===== src/rtl/bdw_pkg.sv =====
// Shared constants and state type for the buffer descriptor walker.
// Assumes a header of eight bytes ahead of the payload in each buffer.
package bdw_pkg;
    // Walker states
    typedef enum logic [2:0] {
        S_IDLE, S_HDR, S_CMD, S_TXD, S_RXD, S_LEN, S_STS
    } walk_st_e;

    localparam int OFS_LEN_HI  = 4;
    localparam int OFS_STATUS  = 7;
    localparam int OFS_PAYLOAD = 8;

    // Status bit positions
    localparam int ST_DONE = 0;
    localparam int ST_FEND = 1;
    localparam int ST_BADL = 2;
    localparam int ST_CMD  = 7;
endpackage


===== src/rtl/bdw_link_chk.sv =====
// Link validity test: an address is usable unless it is zero or its
// upper bits are all ones (top sixteen addresses). Purely combinational.
module bdw_link_chk #(
    parameter int AW = 16
) (
    input  logic [AW-1:0] addr,
    output logic          ok
);
    localparam int HI_W = AW - 4;

    // Refuse zero and the all-ones top block
    always_comb begin
        ok = (addr != '0) && (addr[AW-1:4] != {HI_W{1'b1}});
    end
endmodule


===== src/rtl/bdw_cfg_regs.sv =====
// Channel configuration held from the last command buffer.
// Assumes mode and rate are loaded together in one strobe.
module bdw_cfg_regs #(
    parameter int DW = 8,
    parameter int MW = 4
) (
    input  logic          clk,
    input  logic          rst_n,
    input  logic          load,
    input  logic [MW-1:0] mode_in,
    input  logic [DW-1:0] fill_in,
    output logic [MW-1:0] mode_q,
    output logic [DW-1:0] fill_q
);
    // Reset to full rate, plain mode; load both fields atomically
    always_ff @(posedge clk) begin
        if (!rst_n) begin
            mode_q <= '0;
            fill_q <= '1;
        end else if (load) begin
            mode_q <= mode_in;
            fill_q <= fill_in;
        end
    end
endmodule


===== src/rtl/bdw_walker.sv =====
// Walks a chain of linked buffers for one channel over a request/grant
// byte memory port. Reads headers, streams or stores payload, applies
// command buffers, writes status back and follows links. Assumes the
// memory grants each request exactly once, with read data valid on grant.
module bdw_walker
    import bdw_pkg::*;
#(
    parameter int AW = 16,
    parameter int DW = 8,
    parameter int MW = 4
) (
    input  logic          clk,
    input  logic          rst_n,
    input  logic          start,
    input  logic [AW-1:0] start_addr,
    input  logic          rx_dir,
    output logic          active,
    output logic          mem_req,
    output logic          mem_we,
    output logic [AW-1:0] mem_addr,
    output logic [DW-1:0] mem_wdata,
    input  logic          mem_gnt,
    input  logic [DW-1:0] mem_rdata,
    output logic          intr,
    output logic [DW-1:0] tx_byte,
    output logic          tx_valid,
    input  logic          tx_ready,
    input  logic [DW-1:0] rx_byte,
    input  logic          rx_last,
    input  logic          rx_valid,
    output logic          rx_ready,
    output logic [MW-1:0] mode_flags,
    output logic [DW-1:0] fill_mask
);
    localparam int LW = 2 * DW;

    walk_st_e      st;
    logic [AW-1:0] base, nxt;
    logic [LW-1:0] bsize, blen, cnt;
    logic [DW-1:0] bstat, hold, wbuf;
    logic [2:0]    idx;
    logic          hold_v, wpend, wlast, fend, cmd_idx, dir_q;
    logic [MW-1:0] tmp_mode;
    logic [AW-1:0] ofs;
    logic          start_ok, nxt_ok, cfg_load;
    logic [DW-1:0] st_wb;
    logic [LW-1:0] cnt_inc;

    bdw_link_chk #(.AW(AW)) i_start_chk (.addr(start_addr), .ok(start_ok));
    bdw_link_chk #(.AW(AW)) i_next_chk  (.addr(nxt),        .ok(nxt_ok));

    bdw_cfg_regs #(.DW(DW), .MW(MW)) i_cfg (
        .clk(clk), .rst_n(rst_n), .load(cfg_load),
        .mode_in(tmp_mode), .fill_in(mem_rdata),
        .mode_q(mode_flags), .fill_q(fill_mask)
    );

    assign cnt_inc  = cnt + LW'(1);
    assign cfg_load = (st == S_CMD) && mem_gnt && cmd_idx;
    assign active   = (st != S_IDLE);
    assign intr     = (st == S_STS);
    assign rx_ready = (st == S_RXD) && !wpend;
    assign tx_byte  = hold;
    assign tx_valid = hold_v;
    assign mem_addr = base + ofs;

    // Status value written back when a buffer is closed
    always_comb begin
        st_wb          = bstat;
        st_wb[ST_DONE] = 1'b1;
        if (fend)    st_wb[ST_FEND] = 1'b1;
        if (!nxt_ok) st_wb[ST_BADL] = 1'b1;
    end

    // Memory request decode per state
    always_comb begin
        mem_req   = 1'b0;
        mem_we    = 1'b0;
        mem_wdata = '0;
        ofs       = '0;
        unique case (st)
            S_HDR: begin
                mem_req = 1'b1;
                ofs     = AW'(idx);
            end
            S_CMD: begin
                mem_req = 1'b1;
                ofs     = AW'(OFS_PAYLOAD) + AW'(cmd_idx);
            end
            S_TXD: begin
                mem_req = !hold_v && (cnt != blen);
                ofs     = AW'(OFS_PAYLOAD) + AW'(cnt);
            end
            S_RXD: begin
                mem_req   = wpend;
                mem_we    = 1'b1;
                mem_wdata = wbuf;
                ofs       = AW'(OFS_PAYLOAD) + AW'(cnt);
            end
            S_LEN: begin
                mem_req   = 1'b1;
                mem_we    = 1'b1;
                mem_wdata = idx[0] ? cnt[DW-1:0] : cnt[LW-1:DW];
                ofs       = AW'(OFS_LEN_HI) + AW'(idx[0]);
            end
            S_STS: begin
                mem_req   = 1'b1;
                mem_we    = 1'b1;
                mem_wdata = st_wb;
                ofs       = AW'(OFS_STATUS);
            end
            default: ;
        endcase
    end

    // Transmit holding register: loaded on payload grant, emptied on handoff
    always_ff @(posedge clk) begin
        if (!rst_n) begin
            hold   <= '0;
            hold_v <= 1'b0;
        end else if (st == S_TXD && mem_gnt) begin
            hold   <= mem_rdata;
            hold_v <= 1'b1;
        end else if (hold_v && tx_ready) begin
            hold_v <= 1'b0;
        end
    end

    // Walk sequencer: header, payload, length, status, link
    always_ff @(posedge clk) begin
        if (!rst_n) begin
            st       <= S_IDLE;
            base     <= '0;
            nxt      <= '0;
            bsize    <= '0;
            blen     <= '0;
            bstat    <= '0;
            cnt      <= '0;
            idx      <= '0;
            wbuf     <= '0;
            wpend    <= 1'b0;
            wlast    <= 1'b0;
            fend     <= 1'b0;
            cmd_idx  <= 1'b0;
            dir_q    <= 1'b0;
            tmp_mode <= '0;
        end else begin
            unique case (st)
                S_IDLE: if (start && start_ok) begin
                    base  <= start_addr;
                    dir_q <= rx_dir;
                    idx   <= '0;
                    st    <= S_HDR;
                end
                S_HDR: if (mem_gnt) begin
                    idx <= (idx == 3'd5) ? 3'd7 : idx + 3'd1;
                    unique case (idx)
                        3'd0: nxt[AW-1:DW]  <= mem_rdata;
                        3'd1: nxt[DW-1:0]   <= mem_rdata;
                        3'd2: bsize[LW-1:DW] <= mem_rdata;
                        3'd3: bsize[DW-1:0]  <= mem_rdata;
                        3'd4: blen[LW-1:DW]  <= mem_rdata;
                        3'd5: blen[DW-1:0]   <= mem_rdata;
                        default: begin
                            bstat   <= mem_rdata;
                            cnt     <= '0;
                            fend    <= 1'b0;
                            wpend   <= 1'b0;
                            cmd_idx <= 1'b0;
                            idx     <= '0;
                            if (mem_rdata[ST_CMD])   st <= S_CMD;
                            else if (!dir_q)         st <= S_TXD;
                            else if (bsize == '0)    st <= S_LEN;
                            else                     st <= S_RXD;
                        end
                    endcase
                end
                S_CMD: if (mem_gnt) begin
                    if (!cmd_idx) begin
                        tmp_mode <= mem_rdata[MW-1:0];
                        cmd_idx  <= 1'b1;
                    end else begin
                        st <= S_STS;
                    end
                end
                S_TXD: begin
                    if (mem_gnt)            cnt <= cnt_inc;
                    else if (cnt == blen)   st  <= S_STS;
                end
                S_RXD: begin
                    if (rx_valid && !wpend) begin
                        wbuf  <= rx_byte;
                        wlast <= rx_last;
                        wpend <= 1'b1;
                    end
                    if (mem_gnt) begin
                        wpend <= 1'b0;
                        cnt   <= cnt_inc;
                        if (wlast || cnt_inc == bsize) begin
                            fend <= wlast;
                            idx  <= '0;
                            st   <= S_LEN;
                        end
                    end
                end
                S_LEN: if (mem_gnt) begin
                    if (idx[0]) st  <= S_STS;
                    else        idx <= 3'd1;
                end
                S_STS: if (mem_gnt) begin
                    idx <= '0;
                    if (nxt_ok) begin
                        base <= nxt;
                        st   <= S_HDR;
                    end else begin
                        st <= S_IDLE;
                    end
                end
                default: st <= S_IDLE;
            endcase
        end
    end
endmodule


===== config.mk =====
export PLATFORM = sky130hd
export DESIGN_NAME = bdw_walker
export DESIGN_NICKNAME = d
export VERILOG_FILES = /design/src/rtl/bdw_pkg.sv /design/src/rtl/bdw_link_chk.sv /design/src/rtl/bdw_cfg_regs.sv /design/src/rtl/bdw_walker.sv
export SDC_FILE = /design/constraint.sdc
export NUM_CORES = 1
export LEC_CHECK = 0
export ABC_AREA = 1
export CAP_MARGIN = 30
export CORE_AREA = 2 2 171 106
export DETAILED_ROUTE_END_ITERATION = 12
export DIE_AREA = 0 0 173 108
export DONT_BUFFER_PORTS = 1
export GPL_ROUTABILITY_DRIVEN = 0
export HOLD_SLACK_MARGIN = 0.05
export PLACE_DENSITY = 0.66
export SKIP_LAST_GASP = 1
export SYNTH_ARGS = -nofsm -noshare
export SYNTH_HDL_FRONTEND = slang
export SYNTH_SLANG_ARGS = --single-unit
export TNS_END_PERCENT = 30

===== constraint.sdc =====
create_clock -name clk -period 4.1 [get_ports clk]
set_input_delay 1.23 -clock clk [delete_from_list [all_inputs] [get_ports clk]]
set_output_delay 1.23 -clock clk [all_outputs]
set_load 0.02 [all_outputs]

-- Word-level counts from Yosys, hierarchy flattened
Cells that the tools add are included.
- input bits: 40
- word-level logic and storage cells: 164
- register bits after elaboration: 132
- output and inout port bits: 50
- equal/unequal tests: 32
- add/subtract/negate cells: 6
- muxes and demuxes: 54
- bitwise logic cells: 2
- reduce and logical (&&, ||, !) cells: 47
- operators by type and width (kind ; number):
    16-bit 2-to-1 mux ; 6
    16-bit one-hot mux with 5 select lines ; 1
    3-bit 2-to-1 mux ; 23
    16-bit one-hot mux with 2 select lines ; 2
    16-bit equality test ; 2
    16-bit nonzero test ; 2
    12-bit != test (second input constant) ; 2
    8-bit one-hot mux with 3 select lines ; 1
    3-bit AND reduction ; 8
    2-bit != test (second input constant) ; 11
    3-bit one-hot mux with 7 select lines ; 1
    16-bit by 1-bit adder with 16-bit output (second input constant) ; 1
    16-bit adder ; 1
    4-bit by 16-bit adder with 16-bit output (first input constant) ; 1
    16-bit logical NOT ; 1
    16-bit != test ; 1
    4-bit AND reduction ; 4
    3-bit equality test (second input constant) ; 5
    3-bit one-hot mux with 5 select lines ; 1
    1-bit 2-to-1 mux ; 14
    3-bit by 2-bit equality test with 1-bit output (second input constant) ; 4
    12-bit AND reduction ; 1
    1-bit logical AND ; 10
    2-bit nonzero test ; 5
    other kinds (23) ; 33

-- Logic depth before layout (Yosys ltp)
- word-level depth: 7
- gate-level depth with buffers: 20

-- Hierarchy
A second synthesis with hierarchy kept.
- cell total of the unflattened synthesis: 1154
- area, all modules: 7747.4 µm²
- modules (own cells, without submodules) (module ; seq. area each (µm²) ; cells an instance ; area an instance (µm²) ; times used):
    bdw_walker ; 2382.3 ; 1040 ; 7069.3 ; 1
    bdw_cfg_regs ; 240.2 ; 60 ; 473.0 ; 1
    bdw_link_chk ; 0.0 ; 27 ; 102.6 ; 2

-- Least setup slack after synthesis
No wires, ideal clock.
- path type: register to output
- from: register st[0]
- to: output port mem_addr[13]
- path buffers: 1
- data arrival time: 3462 ps
- cell stages (with the launch flop): 21
- slack: -592 ps
- cells stage by stage: dfxtp_1 > inv_1 > ha_1 > nand2_1 > inv_1 > nor2_2 > inv_1 > clkbuf_1 > a21oi_1 > o21a_1 > inv_1 > ha_1 > nand3_1 > nand2_1 > a21boi_0 > o21ai_0 > a21boi_0 > o21ai_0 > nand3_1 > nand2_1 > xor2_1
- cells in the longest elaborated chain, start to end: 4
- elaborated cells on any way between the ends: 9
- RTL lines (item ; RTL line ; text):
    start, declared ; bdw_walker.sv:37 ; walk_st_e st;
    start signal, assigned ; bdw_walker.sv:132 ; st <= S_IDLE;
    start signal, assigned ; bdw_walker.sv:153 ; st <= S_HDR;
    start signal, assigned ; bdw_walker.sv:171 ; if (mem_rdata[ST_CMD]) st <= S_CMD;
    3-bit equality test / 3-bit by 2-bit equality test with 1-bit output (equally long branches) ; bdw_walker.sv:81 ; unique case (st)
    2-bit OR reduction (no line) ; - ;
    16-bit one-hot mux with 5 select lines (*) ; bdw_walker.sv:81 ;
    16-bit adder (*) ; bdw_walker.sv:65 ; assign mem_addr = base + ofs;
    end, declared ; bdw_walker.sv:20 ; output logic [AW-1:0] mem_addr,
Every way passes the cells marked *; elsewhere a longest branch is shown, timed or not.

-- Worst setup path in the final report
- from: register st[0]
- to: output port mem_addr[12]
Same word-level chain as after synthesis.

==> flow_summary.json <==
{
  "outcome": "finished with violations",
  "violations": "setup timing",
  "avgSynthCellArea_um2": 6.72,
  "crit_cells": 18,
  "dieArea_um2": 18700,
  "post-route-min-period_ns": 4.45,
  "grt_use_total_pct": 26.7,
  "final_layout_size_suffix_gt1_share_pct": 15.4,
  "antenna_found_initial": 0,
  "switching_share_pct": 39.4,
  "whs_ns": 0.469,
  "rr_worst_depth": 14,
  "grt_max_degree": 88,
  "holdBufCountCts": 0,
  "dpl.cell_count": 1347,
  "wl_met1_um": 11600,
  "synthCells": 1104,
  "clockRootBuffer": "clkbuf_16",
  "nets": 1216,
  "io_buffers": 0,
  "drcViolationCount": 0,
  "max_cap_violations": 0,
  "fin_crit_sh_pct": 109,
  "gr-total-overflow": 0,
  "hold_viol": 0,
  "setup.worst_path.start_class": "flop",
  "switchingPower_mw": 1.85,
  "area.growth.synth_to_final_pct": 19.1,
  "io_pins": 90,
  "skew_ns": 0.00975,
  "worst_skew_pair.late_latency_ns": 0.43,
  "cts.sinks": 131,
  "tightest_slew_ns": 0.866,
  "wire_per_inst_um": 17.7,
  "p_per_area_nw_per_um2": 529,
  "die_w_um": 173,
  "synthesis.nets": 1171,
  "pwr-share-comb_pct": 35.4,
  "drt_iter0_markers": 1041,
  "fin_ws_ns": -0.353,
  "cp.arrival_ns": 3.22,
  "hold_path.class": "reg -> reg",
  "hold_end": "base[0]",
  "cp_max_fo": 3,
  "synth_seq_area_share_pct": 35.3,
  "ant_nets": 0,
  "hold_path.startpoint": "base[0]",
  "synth_cell_types": 43,
  "reg2reg_to": "st[0]",
  "wl_met3_um": 2970,
  "clkPwrFrac_pct": 32.0,
  "setup_viol": 10,
  "path_cells": "inv_4, ha_4, nand2_2, nor2_4, a211oi_2, o21ai_2, ha_2, inv_2, fa_2, nand3b_1, nand2_2, inv_2, o21a_1, o21ai_2, a31oi_2, o21ai_2, xor2_2, buf_6",
  "reg2reg_from": "cnt[1]",
  "finalWirelength_um": 24700,
  "routed.top_layer": "met4",
  "dp_hpwl_um": 17700,
  "dp_slack_ns": -0.0954,
  "yosysWarnings": 0,
  "synth_top_area_share_pct": 35.3,
  "cts_max_level": 4,
  "p_leak_nw": 3.68,
  "worstHoldPathCells": 2,
  "antenna_cells": 0,
  "cp_top_family": "compound AO/OA/AOI/OAI gates",
  "crit_type": "reg -> out",
  "crit_path_frequent_cell": "o21ai_2",
  "cts_tree": "yes",
  "cp_num_buf_inv": 4,
  "report.final.slew_viol_count": 0,
  "n_fill_cell": 1677,
  "die_h_um": 108,
  "clkTransAtPathRegs_ns": 0.06,
  "synth_seq_cells": 131,
  "routed-via-count": 7761,
  "firstDrtPassIters": 7,
  "grt_pass1_wl_um": 39000,
  "peakVddDrop_mv": 0.273,
  "end_kind": "output port",
  "rsz0062_at_grt": "true",
  "vias_per_cell": 5.56,
  "core.rowCount": 37,
  "synth_area_um2": 7420,
  "r2r_slack_ns": 1.34,
  "p_total_mw": 4.68,
  "crit_required_ns": 2.87,
  "slew_headroom_pct": 42.2,
  "p_seq_share_pct": 32.6,
  "instances_no_fill": 1396,
  "fp.coreArea_um2": 16900,
  "start_util_pct": 43.8,
  "grt_pass1_vias": 7066,
  "fmax_mhz": 225,
  "cts_buffer_depth": 2,
  "cts_buffers": 17,
  "synth.top_cells.by_area": "dfxtp_1 35%, nand2_1 12%, a21oi_1 7.3%, o21ai_0 7.2%, nor2_1 6.6%",
  "wl_met2_um": 9780,
  "cpMaxStageDelayCell": "dfxtp_4",
  "yosysTopAreaCell": "dfxtp_1",
  "p_int_mw": 2.83,
  "cpPeakStageDelay_ns": 0.36
}
==> per-stage QoR <==
| step | utilization (%) | TNS [ns] | instance area [um^2] |
|---|---|---|---|
| final | 52.2 | -2.47 | 8840 |
| after global routing | 52.2 | -4.43 | 8840 |
| after CTS | 51.8 | -2.28 | 8780 |
| after detailed placement | 47.2 | -0.220 | 7990 |
| after global placement | 47.2 | 0 | 7990 |
| after floorplan | - | -0.0444 | 7480 |
==> power by group through the flow <==
| stage | Combinational, mW | Clock, mW | Sequential, mW |
|---|---|---|---|
| 3_5_place_dp | 1.51 | 0 | 1.54 |
| 4_1_cts | 1.61 | 1.51 | 1.52 |
| 5_1_grt | 1.81 | 1.57 | 1.54 |
| 2_1_floorplan | 1.03 | 0 | 1.51 |
| 3_3_place_gp | 1.50 | 0 | 1.54 |
| 6_report | 1.65 | 1.50 | 1.53 |
==> placed cells by master, fill, tap and decap left out, types with 2 or more instances in the layout <==
| cell type | synthesis | final |
|---|---|---|
| a21oi_1 | 108 | 105 |
| a21oi_2 | 0 | 3 |
| buf_4 | 5 | 76 |
| buf_6 | 1 | 2 |
| clkbuf_16 | 0 | 17 |
| clkinv_1 | 2 | 2 |
| clkinv_4 | 0 | 4 |
| dfxtp_1 | 131 | 128 |
| dfxtp_4 | 0 | 2 |
| ha_1 | 26 | 21 |
| ha_4 | 0 | 4 |
| inv_1 | 101 | 92 |
| inv_2 | 1 | 7 |
| inv_4 | 0 | 3 |
| inv_6 | 0 | 5 |
| inv_8 | 0 | 4 |
| nand2_1 | 237 | 232 |
| nand2_2 | 2 | 6 |
| nand3_1 | 76 | 75 |
| nand3_2 | 6 | 7 |
| nand3b_1 | 2 | 2 |
| nand4_1 | 20 | 20 |
| nor2_1 | 131 | 129 |
| nor2_2 | 7 | 7 |
| nor2_4 | 3 | 5 |
| nor3_1 | 9 | 8 |
| nor3_2 | 1 | 2 |
| nor4_1 | 15 | 15 |
| o2111ai_1 | 9 | 9 |
| o211ai_1 | 2 | 2 |
| o21a_1 | 2 | 2 |
| o21ai_0 | 107 | 102 |
| o21ai_1 | 3 | 3 |
| o21ai_2 | 0 | 5 |
| or2_2 | 4 | 4 |
| xnor2_1 | 18 | 18 |
| xor2_1 | 14 | 12 |
| xor2_2 | 0 | 2 |
==> state kept, by name (all words and copies together), names as in the netlist <==
name and count:
nxt 16, base 16, tx_byte 8, wpend 1, wbuf 8, idx 3, bstat 7, i_cfg.fill_q 8
st 3, cmd_idx 1, bsize 16, dir_q 1, tx_valid 1, wlast 1, cnt 16, fend 1
i_cfg.mode_q 4, blen 16, tmp_mode 4
==> worst max path at each step <==
stage	startpoint	endpoint	slack [ns]
after floorplan	st[0]	mem_addr[12]	-0.02
after global placement	st[0]	mem_addr[15]	0.04
after detailed placement	st[0]	mem_addr[13]	-0.1
after CTS	st[1]	mem_addr[12]	-0.30
after global routing	cnt[3]	mem_addr[15]	-0.54
final	st[0]	mem_addr[12]	-0.35
==> synthesized netlist by cell type (all sizes together) <==
cell type  count
o31ai          1
and3           1
o21a           2
o311ai         1
clkbuf        31
inv          102
nor3b          1
nand2        239
o21ai        111
nor2         141
nand3b         2
o221ai         1
xor2          14
buf           21
nand4         20
nor3          10
o211ai         2
ha            26
or2            4
a21boi         2
nand3         83
dfxtp        131
xnor2         18
a31oi          2
o2111ai        9
a21oi        108
a211oi         2
clkinv         2
fa             1
a221oi         1
nor4          15
==> per-layer routing <==
layer | track usage, % | vias up
li1 | - | 3756
met1 | 38.3 | 3591
met2 | 38.7 | 389
met3 | 8.37 | 25
met4 | 6.54 | 0
met5 | 0 | -
==> worst min-delay path: cells and delay by family, from the launching register on <==
| family | cells | cell delay (ns) |
|---|---|---|
| flip-flops | 1 | 0.31 |
| AND/OR/NAND/NOR | 1 | 0.06 |
| AO/OA/AOI/OAI | 1 | 0.05 |
==> kinds of logic (layout without fill, tap and decap cells) <==
family,after synthesis,in the layout,share of synthesized area [%]
adders and majority gates,27,27,4.65
buffers and inverters,156,214,8.40
AOI/OAI and AO/OA,242,242,17.4
DFF,131,131,35.3
xor gates and xnor gates,32,32,3.78
and+or+nand+nor,516,516,30.4
==> area by class of cell <==
| class | instances | area, um^2 | area share [%] |
|---|---|---|---|
| well taps | 234 | 293 | 3.31 |
| clock buffers | 18 | 439 | 4.97 |
| multi-input cells | 817 | 4360 | 49.3 |
| inverters | 104 | 398 | 4.50 |
| repair buffers | 78 | 593 | 6.71 |
| flip-flops and latches | 131 | 2630 | 29.8 |
| clock inverters | 14 | 131 | 1.49 |
==> timing repair <==
| action | 4_1_cts | 5_1_grt |
|---|---|---|
| pin swaps | 17 | 12 |
| endpoints found under the setup margin | 12 | 13 |
| setup buffers | 12 | 5 |
| gates resized for setup | 35 | 7 |
Power figures use the tool's default switching activity.
